`config.mk`:
```
export PLATFORM = sky130hd
export DESIGN_NAME = spi_byte_master
export DESIGN_NICKNAME = d
export VERILOG_FILES = /design/src/rtl/spi_byte_pkg.sv /design/src/rtl/spi_byte_clkdiv.sv /design/src/rtl/spi_byte_shift.sv /design/src/rtl/spi_byte_regs.sv /design/src/rtl/spi_byte_master.sv
export SDC_FILE = /design/constraint.sdc
export NUM_CORES = 1
export LEC_CHECK = 0
export BUFFER_PORTS_ARGS = -buffer_cell sky130_fd_sc_hd__buf_2
export CORE_MARGIN = 3
export CORE_UTILIZATION = 38
export DETAILED_ROUTE_END_ITERATION = 16
export SYNTH_ARGS = -nofsm -noshare
export SYNTH_HDL_FRONTEND = slang
export SYNTH_SLANG_ARGS = --single-unit
```
`constraint.sdc`:
```
create_clock -name clk -period 3.86 [get_ports clk]
set_input_delay 0.193 -clock clk [delete_from_list [all_inputs] [get_ports clk]]
set_output_delay 0.193 -clock clk [all_outputs]
set_load 0.005 [all_outputs]
```
`src/rtl/spi_byte_pkg.sv`:
```
// Shared constants and the control-word layout for the byte SPI master.
// Assumes a fixed 16-bit control word whose field positions firmware decodes.
package spi_byte_pkg;
    localparam int unsigned ADDR_W     = 3;
    localparam int unsigned REG_W      = 16;
    localparam int unsigned DATA_W     = 8;
    localparam int unsigned DIV_W      = 7;
    localparam logic [ADDR_W-1:0] OFS_DATA = 3'd0;
    localparam logic [ADDR_W-1:0] OFS_CTRL = 3'd2;
    localparam logic [ADDR_W-1:0] OFS_STAT = 3'd4;
    localparam int unsigned BIT_EN     = 0;
    localparam int unsigned BIT_PHA    = 7;
    localparam int unsigned BIT_POL    = 8;
    localparam int unsigned DIV_LSB    = 9;
    localparam int unsigned BIT_BUSY   = 0;
    localparam int unsigned BIT_FULL   = 1;

    typedef struct packed {
        logic [DIV_W-1:0] div;
        logic             pol;
        logic             pha;
        logic             en;
    } ctrl_t;
endpackage

```
`src/rtl/spi_byte_clkdiv.sv`:
```
// Half-period timer: emits a one-cycle tick every div+1 cycles while run is high.
// Assumes div is stable during an exchange; the count restarts whenever run drops.
module spi_byte_clkdiv #(
    parameter int unsigned DIV_W = 7
) (
    input  logic             clk,
    input  logic             rst_n,
    input  logic             run,
    input  logic [DIV_W-1:0] div,
    output logic             tick
);
    logic [DIV_W-1:0] cnt;

    assign tick = run && (cnt == div);

    // Count bus cycles within the current SCLK half-period.
    always_ff @(posedge clk) begin
        if (!rst_n || !run) begin
            cnt <= '0;
        end else if (cnt == div) begin
            cnt <= '0;
        end else begin
            cnt <= cnt + 1'b1;
        end
    end
endmodule

```
`src/rtl/spi_byte_shift.sv`:
```
// Shift engine: runs 2*DATA_W SCLK half-periods per exchange, shifts out MSB
// first and collects MISO on the sampling edge chosen by cpha.
// Assumes start is asserted only when idle and enabled; en low aborts at once.
module spi_byte_shift #(
    parameter int unsigned DATA_W = 8
) (
    input  logic              clk,
    input  logic              rst_n,
    input  logic              en,
    input  logic              cpha,
    input  logic              start,
    input  logic [DATA_W-1:0] tx_byte,
    input  logic              tick,
    input  logic              miso,
    output logic              busy,
    output logic              phase,
    output logic              mosi,
    output logic              done,
    output logic [DATA_W-1:0] rx_byte
);
    localparam int unsigned EDGES = 2 * DATA_W;
    localparam int unsigned IDX_W = $clog2(EDGES);
    localparam logic [IDX_W-1:0] LAST = IDX_W'(EDGES - 1);

    logic [IDX_W-1:0]  idx;
    logic [DATA_W-1:0] sh_tx;
    logic [DATA_W-1:0] sh_rx;
    logic              lead_edge;
    logic              sample_edge;
    logic              shift_edge;

    // Classify the coming edge: leading edges have even index.
    always_comb begin
        lead_edge   = ~idx[0];
        sample_edge = lead_edge ^ cpha;
        shift_edge  = ~sample_edge && !(cpha && idx == '0);
    end

    assign mosi    = sh_tx[DATA_W-1];
    assign done    = en && busy && tick && (idx == LAST);
    assign rx_byte = (tick && sample_edge) ? {sh_rx[DATA_W-2:0], miso} : sh_rx;

    // Sequence the exchange and move the shift registers on each tick.
    always_ff @(posedge clk) begin
        if (!rst_n) begin
            busy  <= 1'b0;
            phase <= 1'b0;
            idx   <= '0;
            sh_tx <= '0;
            sh_rx <= '0;
        end else if (!en) begin
            busy  <= 1'b0;
            phase <= 1'b0;
            idx   <= '0;
        end else if (start) begin
            busy  <= 1'b1;
            phase <= 1'b0;
            idx   <= '0;
            sh_tx <= tx_byte;
        end else if (busy && tick) begin
            phase <= ~phase;
            idx   <= idx + 1'b1;
            if (sample_edge) begin
                sh_rx <= {sh_rx[DATA_W-2:0], miso};
            end
            if (shift_edge) begin
                sh_tx <= {sh_tx[DATA_W-2:0], 1'b0};
            end
            if (idx == LAST) begin
                busy <= 1'b0;
            end
        end
    end
endmodule

```
`src/rtl/spi_byte_regs.sv`:
```
// Register file: decodes bus accesses, holds the control word, the one-byte
// receive buffer and its full flag, and drives read data combinationally.
// Assumes single-cycle strobes; a data read clears the full flag at the edge.
module spi_byte_regs
    import spi_byte_pkg::*;
(
    input  logic              clk,
    input  logic              rst_n,
    input  logic [ADDR_W-1:0] bus_addr,
    input  logic              bus_wr,
    input  logic              bus_rd,
    input  logic [REG_W-1:0]  bus_wdata,
    output logic [REG_W-1:0]  bus_rdata,
    input  logic              busy,
    input  logic              xfer_done,
    input  logic [DATA_W-1:0] rx_byte,
    output ctrl_t             ctrl,
    output logic              wr_data,
    output logic              rd_data,
    output logic              rbf
);
    logic              wr_ctrl;
    logic [DATA_W-1:0] rx_buf;

    assign wr_ctrl = bus_wr && (bus_addr == OFS_CTRL);
    assign wr_data = bus_wr && (bus_addr == OFS_DATA);
    assign rd_data = bus_rd && (bus_addr == OFS_DATA);

    // Capture the control fields from their fixed bit positions.
    always_ff @(posedge clk) begin
        if (!rst_n) begin
            ctrl <= '0;
        end else if (wr_ctrl) begin
            ctrl.en  <= bus_wdata[BIT_EN];
            ctrl.pha <= bus_wdata[BIT_PHA];
            ctrl.pol <= bus_wdata[BIT_POL];
            ctrl.div <= bus_wdata[DIV_LSB +: DIV_W];
        end
    end

    // Hold the last received byte.
    always_ff @(posedge clk) begin
        if (!rst_n) begin
            rx_buf <= '0;
        end else if (xfer_done) begin
            rx_buf <= rx_byte;
        end
    end

    // Track the receive-full flag: set on completion, cleared by a data read.
    always_ff @(posedge clk) begin
        if (!rst_n || !ctrl.en) begin
            rbf <= 1'b0;
        end else if (xfer_done) begin
            rbf <= 1'b1;
        end else if (rd_data) begin
            rbf <= 1'b0;
        end
    end

    // Select read data by offset.
    always_comb begin
        bus_rdata = '0;
        case (bus_addr)
            OFS_DATA: bus_rdata[DATA_W-1:0] = rx_buf;
            OFS_CTRL: begin
                bus_rdata[BIT_EN]               = ctrl.en;
                bus_rdata[BIT_PHA]              = ctrl.pha;
                bus_rdata[BIT_POL]              = ctrl.pol;
                bus_rdata[DIV_LSB +: DIV_W]     = ctrl.div;
            end
            OFS_STAT: begin
                bus_rdata[BIT_BUSY] = busy;
                bus_rdata[BIT_FULL] = rbf;
            end
            default: bus_rdata = '0;
        endcase
    end
endmodule

```
`src/rtl/spi_byte_master.sv`:
```
// Top level of the byte SPI master: joins the register file, half-period
// timer and shift engine. Assumes chip select is handled outside the block.
module spi_byte_master
    import spi_byte_pkg::*;
(
    input  logic              clk,
    input  logic              rst_n,
    input  logic [ADDR_W-1:0] bus_addr,
    input  logic              bus_wr,
    input  logic              bus_rd,
    input  logic [REG_W-1:0]  bus_wdata,
    output logic [REG_W-1:0]  bus_rdata,
    output logic              sclk,
    output logic              mosi,
    input  logic              miso
);
    ctrl_t             ctrl;
    logic              ctrl_en;
    logic              ctrl_pol;
    logic              wr_data;
    logic              rd_data;
    logic              rbf;
    logic              busy;
    logic              phase;
    logic              tick;
    logic              xfer_done;
    logic              start;
    logic [DATA_W-1:0] rx_byte;

    assign ctrl_en  = ctrl.en;
    assign ctrl_pol = ctrl.pol;
    assign start    = wr_data && ctrl.en && !busy;
    assign sclk     = ctrl.pol ^ phase;

    spi_byte_regs regs_i (
        .clk       (clk),
        .rst_n     (rst_n),
        .bus_addr  (bus_addr),
        .bus_wr    (bus_wr),
        .bus_rd    (bus_rd),
        .bus_wdata (bus_wdata),
        .bus_rdata (bus_rdata),
        .busy      (busy),
        .xfer_done (xfer_done),
        .rx_byte   (rx_byte),
        .ctrl      (ctrl),
        .wr_data   (wr_data),
        .rd_data   (rd_data),
        .rbf       (rbf)
    );

    spi_byte_clkdiv #(.DIV_W(DIV_W)) div_i (
        .clk   (clk),
        .rst_n (rst_n),
        .run   (busy),
        .div   (ctrl.div),
        .tick  (tick)
    );

    spi_byte_shift #(.DATA_W(DATA_W)) shift_i (
        .clk     (clk),
        .rst_n   (rst_n),
        .en      (ctrl.en),
        .cpha    (ctrl.pha),
        .start   (start),
        .tx_byte (bus_wdata[DATA_W-1:0]),
        .tick    (tick),
        .miso    (miso),
        .busy    (busy),
        .phase   (phase),
        .mosi    (mosi),
        .done    (xfer_done),
        .rx_byte (rx_byte)
    );
endmodule

```
* Word-level counts from Yosys, hierarchy flattened
Cells that the tools add are included.
** Storage, ports and cells
- Word-level logic and storage cells :: 71
- Input bits :: 24
- Flip-flop bits (word level) :: 48
- Output and inout port bits :: 18
** Operators by class
- Equal/unequal tests :: 4
- Reduce and logical (&&, ||, !) cells :: 31
- Multiplexer cells :: 14
- Bitwise logic cells :: 8
- Add/subtract/negate cells :: 2
** Operator list (number)
- 8-bit 2-to-1 mux :: 5
- 1-bit logical AND :: 13
- 2-bit nonzero test :: 4
- 7-bit by 1-bit adder with 7-bit output (second input constant) :: 1
- 7-bit equality test :: 1
- 1-bit inverter :: 6
- 1-bit 2-to-1 mux :: 5
- 5-bit 2-to-1 mux :: 1
- 4-bit by 1-bit adder with 4-bit output (second input constant) :: 1
- 4-bit equality test (second input constant) :: 1
- 1-bit logical NOT :: 4
- 4-bit logical NOT :: 1
- 1-bit one-hot mux with 2 select lines :: 2
- 2-bit AND reduction :: 2
- 4-bit AND reduction :: 1
- 3-bit by 2-bit equality test with 1-bit output (second input constant) :: 1
- 3-bit equality test (second input constant) :: 1
- 3-bit logical NOT :: 1
- 1-bit one-hot mux with 3 select lines :: 1
- 3-bit AND reduction :: 1
- 3-bit OR reduction :: 1
- 1-bit logical OR :: 2
- 2-bit OR reduction :: 1
- 1-bit bitwise XOR :: 2

* Depth between registers and ports, before layout
- Depth in word-level cells :: 7
- Mapped depth :: 7
- Mapped depth without buffers :: 7

* By module
Synthesis repeated with hierarchy kept, for this count alone.
** Unflattened totals
- Cell total of the unflattened synthesis :: 283
- Area total of the unflattened synthesis :: 2657.5 um^2
** By module, submodules not included
- spi_byte_shift :: cells an instance 142, area each 1316.3 um^2, instances 1, sequential area each 440.4 um^2
- spi_byte_regs :: cells an instance 97, area each 905.9 um^2, instances 1, sequential area each 380.4 um^2
- spi_byte_clkdiv :: cells an instance 42, area each 417.9 um^2, instances 1, sequential area each 140.1 um^2
- spi_byte_master :: cells an instance 2, area each 17.5 um^2, instances 1, sequential area each 0.0 um^2

* Least setup slack after synthesis
Ideal clock, no wire load.
- Path type :: flip-flop to flip-flop
- From :: register div_i.cnt[3]
- To :: register div_i.cnt[2]
- Cell stages (with the launch flop) :: 6
- Arrival time :: 1.563 ns
- Setup slack :: 2.175 ns
- Required time :: 3.738 ns
- Clock period less this slack :: 1.685 ns
- Buffers on the path :: 0
- Setup time :: 0.122 ns
- Cell sequence :: dfxtp_1 -> xnor2_2 -> nand4_4 -> or4b_1 -> nand3_1 -> nor2_1
** On the way
- Word-level cells in the longest chain between the ends :: 2
** RTL lines
- from (decl) :: RTL line spi_byte_clkdiv.sv:12 : logic [DIV_W-1:0] cnt;
- from (signal assigned) :: RTL line spi_byte_clkdiv.sv:23 : cnt <= cnt + 1'b1;
- 7-bit equality test :: RTL line spi_byte_clkdiv.sv:20 : end else if (cnt == div) begin
- 2-bit OR reduction (no source line)
No other way between the ends.
A chain may end at the register's enable or synchronous reset.

* Worst setup path in the final report
- From :: register shift_i.idx[0]
- To :: register shift_i.sh_tx[1]
** On the way
- Word-level cells in the longest chain between the ends :: 6
- Elaborated cells on any way between the ends :: 9
- Those cells by class :: 3 x bitwise; 6 x reduce/logical
** RTL lines
- from (decl) :: RTL line spi_byte_shift.sv:25 : logic [IDX_W-1:0] idx;
- from (signal assigned) :: RTL line spi_byte_shift.sv:62 : idx <= idx + 1'b1;
- 4-bit logical NOT / 1-bit inverter (equally long branches) :: RTL line spi_byte_shift.sv:36, spi_byte_shift.sv:34
- 1-bit logical AND / 1-bit bitwise XOR (equally long branches) :: RTL line spi_byte_shift.sv:36, spi_byte_shift.sv:35
- 1-bit logical NOT / 1-bit inverter (equally long branches) :: RTL line spi_byte_shift.sv:36 : shift_edge = ~sample_edge && !(cpha && idx == '0);
- 1-bit logical AND (*) :: RTL line spi_byte_shift.sv:36
- 2-bit nonzero test (no source line) (*)
- 3-bit AND reduction (no source line) (*)
- to (signal assigned) :: RTL line spi_byte_shift.sv:59 : sh_tx <= tx_byte;
- to (signal assigned) :: RTL line spi_byte_shift.sv:67 : sh_tx <= {sh_tx[DATA_W-2:0], 1'b0};
- to (decl) :: RTL line spi_byte_shift.sv:26 : logic [DATA_W-1:0] sh_tx;
Mark *: on every way between the ends. The rest lies on a longest branch, timed or not.

==> results.toml <==
[run_status]
outcome = "finished clean"

[worst_setup_path]
critPathMaxStageDelay_ns = 0.75
crit_end = "shift_i.sh_tx[1]$_SDFFE_PN0P_"
r2r_cells = 5
critical_path.slowest_cell = "xor2_1"
cp-startpoint = "shift_i.idx[0]$_SDFFE_PP0N_"
cp_max_fo = 11
required_ns = 4.02
cp-start-kind = "flip-flop"
worstSetupPathType = "reg2reg"
r2r-end = "shift_i.sh_tx[1]$_SDFFE_PN0P_"
ff2ff_setup_slack_ns = 1.51
critPathCaptureType = "flip-flop"
rr_startpoint = "shift_i.idx[0]$_SDFFE_PP0N_"
critical_path.cell_chain = "xor2_1, o311ai_2, nor3_4, mux2i_1, a21oi_1"
worstPathArrival_ns = 2.52

[synth]
ys_seq_area_share_pct = 42.8
synth_area_per_cell_sq_um = 9.25
synthCells = 243
synth_edf_count = 0
synth_ff_type = "dfxtp_1"
yosysWarnings = 0
synth_area_leaders = "dfxtp_1 43%, nand2_1 6.2%, mux2i_1 5.8%"
synth.net_count = 270
yosys.area.top_type = "dfxtp_1"
synthDistinctLibCells = 38
synth_area_sq_um = 2250
ys_seq_elements = 48
synth_top_area_share_pct = 42.8
synthArstFlopShare_pct = 0

[worst_hold_path]
hold_class = "in2reg"

[final_layout]
final_common_cell = "dfxtp_1"
antenna_cells = 0
final_area_sq_um = 2630
layout-drive-gt1-share_pct = 22.1
final_cell_mix = "48 x dfxtp_1, 41 x buf_2, 37 x nand2_1, 15 x and2_1, 15 x nor2_1"
area_growth_pct = 17.1
nets = 311

[power_and_ir_drop]
ir_worst_vdd_mv = 0.157
power_w = 0.000902
power-per-cell-area_nw_per_um2 = 343
p_leak_nw = 0.955

[timing]
finalSetupViolations = 0
final-hold-violation-count = 0
clock_skew_ns = 0.0109
slew_headroom_pct = 38.9
period_minus_slack_ns = 2.35
holdWs_ns = 0.134
worst_pin_slew_ns = 0.913
timing.setup.tns_ns = 0
fmax_mhz = 425
finalCritPeriodShare_pct = 61.0
slew_violations = 0
rsz0062_at_grt = "no"

[floorplan]
die_area_sq_um = 6870
initial_core_util_pct = 40.1
die_w_microns = 82.9
die_h_microns = 82.9
num_rows = 27
fp.coreArea_sq_um = 5610
ios = 42

[cts]
cts_max_level = 2
clk_latency_ns = 0.30
clock-sinks = 48
root_buffer = "clkbuf_8"
clk_pin_slew_ns = 0.09
postCtsSetupBuffers = 0
cts_resized = 0
hold_buffers = 0
cts_buffer_depth = 2
cts_tree = "done"
cts_made_buffers = 5

[placed_design]
gp_congestion = 0.778
dpl-instance-area_sq_um = 2520
place.port_buffers = 41
dp_hpwl_microns = 3390

[drt]
drc = 0
wl_per_cell_microns = 13.0
dr_total_vias = 1769
ant_nets = 0
drt_iter0_markers = 66
drtPass1Iterations = 4
via_per_inst = 4.96
routed_wl_microns = 4630

[global_routing]
grt_pass1_vias = 1698
grt_max_degree = 33
antenna_found_initial = 0
grt_usage_pct = 14.0
overflow = 0
grt_pass1_wl_microns = 8110

[job]
cap_violations = 0
-- synth_stat cells, drive strengths merged (3+ instances only) --
cell,n
mux2i,13
ha,3
nor3,8
xnor2,12
xor2,6
nand3,6
nor4,3
a21oi,7
inv,6
clkbuf,8
a21boi,12
nand2,37
o22ai,8
and2,15
o2bb2ai,8
o21ai,10
dfxtp,48
nor2,15
-- layer usage --
layer | GRT usage [%] | wire length, microns | vias to the layer above
li1 | - | - | 921
met1 | 18.8 | 2250 | 806
met2 | 22.2 | 2110 | 34
met3 | 3.47 | 214 | 8
met4 | 4.46 | 64 | 0
met5 | 0 | 0 | -
-- registers in the layout, indices dropped and copies added, names as in the netlist --
register	cells
regs_i.ctrl	10
shift_i.busy	1
shift_i.idx	4
shift_i.phase	1
div_i.cnt	7
shift_i.sh_rx	8
shift_i.sh_tx	8
regs_i.rx_buf	8
regs_i.rbf	1
-- worst min-delay path by stage --
stage,startpoint,endpoint,slack [ns],cells past startpoint
after floorplan,miso,shift_i.sh_rx[0]$_SDFFE_PN0P_,0.34,2
after global placement,regs_i.rx_buf[2]$_SDFFE_PN0P_,regs_i.rx_buf[2]$_SDFFE_PN0P_,0.44,1
after detailed placement,regs_i.rx_buf[5]$_SDFFE_PN0P_,regs_i.rx_buf[5]$_SDFFE_PN0P_,0.45,1
after CTS,bus_wdata[12],regs_i.ctrl[6]$_SDFFE_PN0P_,0.13,3
after global routing,bus_wdata[13],regs_i.ctrl[7]$_SDFFE_PN0P_,0.14,3
final,bus_wdata[10],regs_i.ctrl[4]$_SDFFE_PN0P_,0.13,3
-- cells by family (layout without fill, tap and decap cells) --
| kind of cell | count (synthesis) | count (layout) | share of synthesized area, % |
|---|---|---|---|
| multiplexers | 14 | 14 | 6.29 |
| buffers and inverters | 15 | 57 | 2.67 |
| XOR/XNOR | 18 | 18 | 8.35 |
| flip-flops | 48 | 48 | 42.8 |
| adder cells (fa/ha/maj) | 3 | 3 | 1.67 |
| AND/OR/NAND/NOR | 96 | 96 | 23.3 |
| AO/OA/AOI/OAI | 49 | 49 | 14.9 |
-- where the power goes --
group	switching (W)	total [W]	internal, W	leakage, nW
registers	0.00000258	0.000500	0.000497	0.387
logic	0.0000241	0.0000429	0.0000187	0.514
clock network	0.000168	0.000360	0.000192	0.0541
-- layout make-up --
cell class	count	area, sq um
Multi-Input combinational cell	180	1230
Fill cell	596	2980
Clock buffer	5	68.8
Inverter	6	22.5
Tap cell	72	90.1
Clock inverter	3	42.5
Timing Repair Buffer	43	220
Sequential cell	48	961
-- worst max-delay path, delay by kind of cell, from the launching register on --
family / cells / cell delay [ns]
AOI/OAI and AO/OA: 2 / 0.36
xor gates and xnor gates: 1 / 0.75
DFF: 1 / 0.45
muxes: 1 / 0.24
and+or+nand+nor: 1 / 0.41
-- per-stage QoR --
step | setup WS (ns) | std cells | util (%)
floorplan | 2.18 | 243 | -
global placement | 1.59 | 349 | 44.9
detailed placement | 1.53 | 349 | 44.9
CTS | 1.51 | 357 | 46.9
global route | 1.30 | 357 | 46.9
finish | 1.51 | 357 | 46.9
Power figures use the tool's default switching activity.
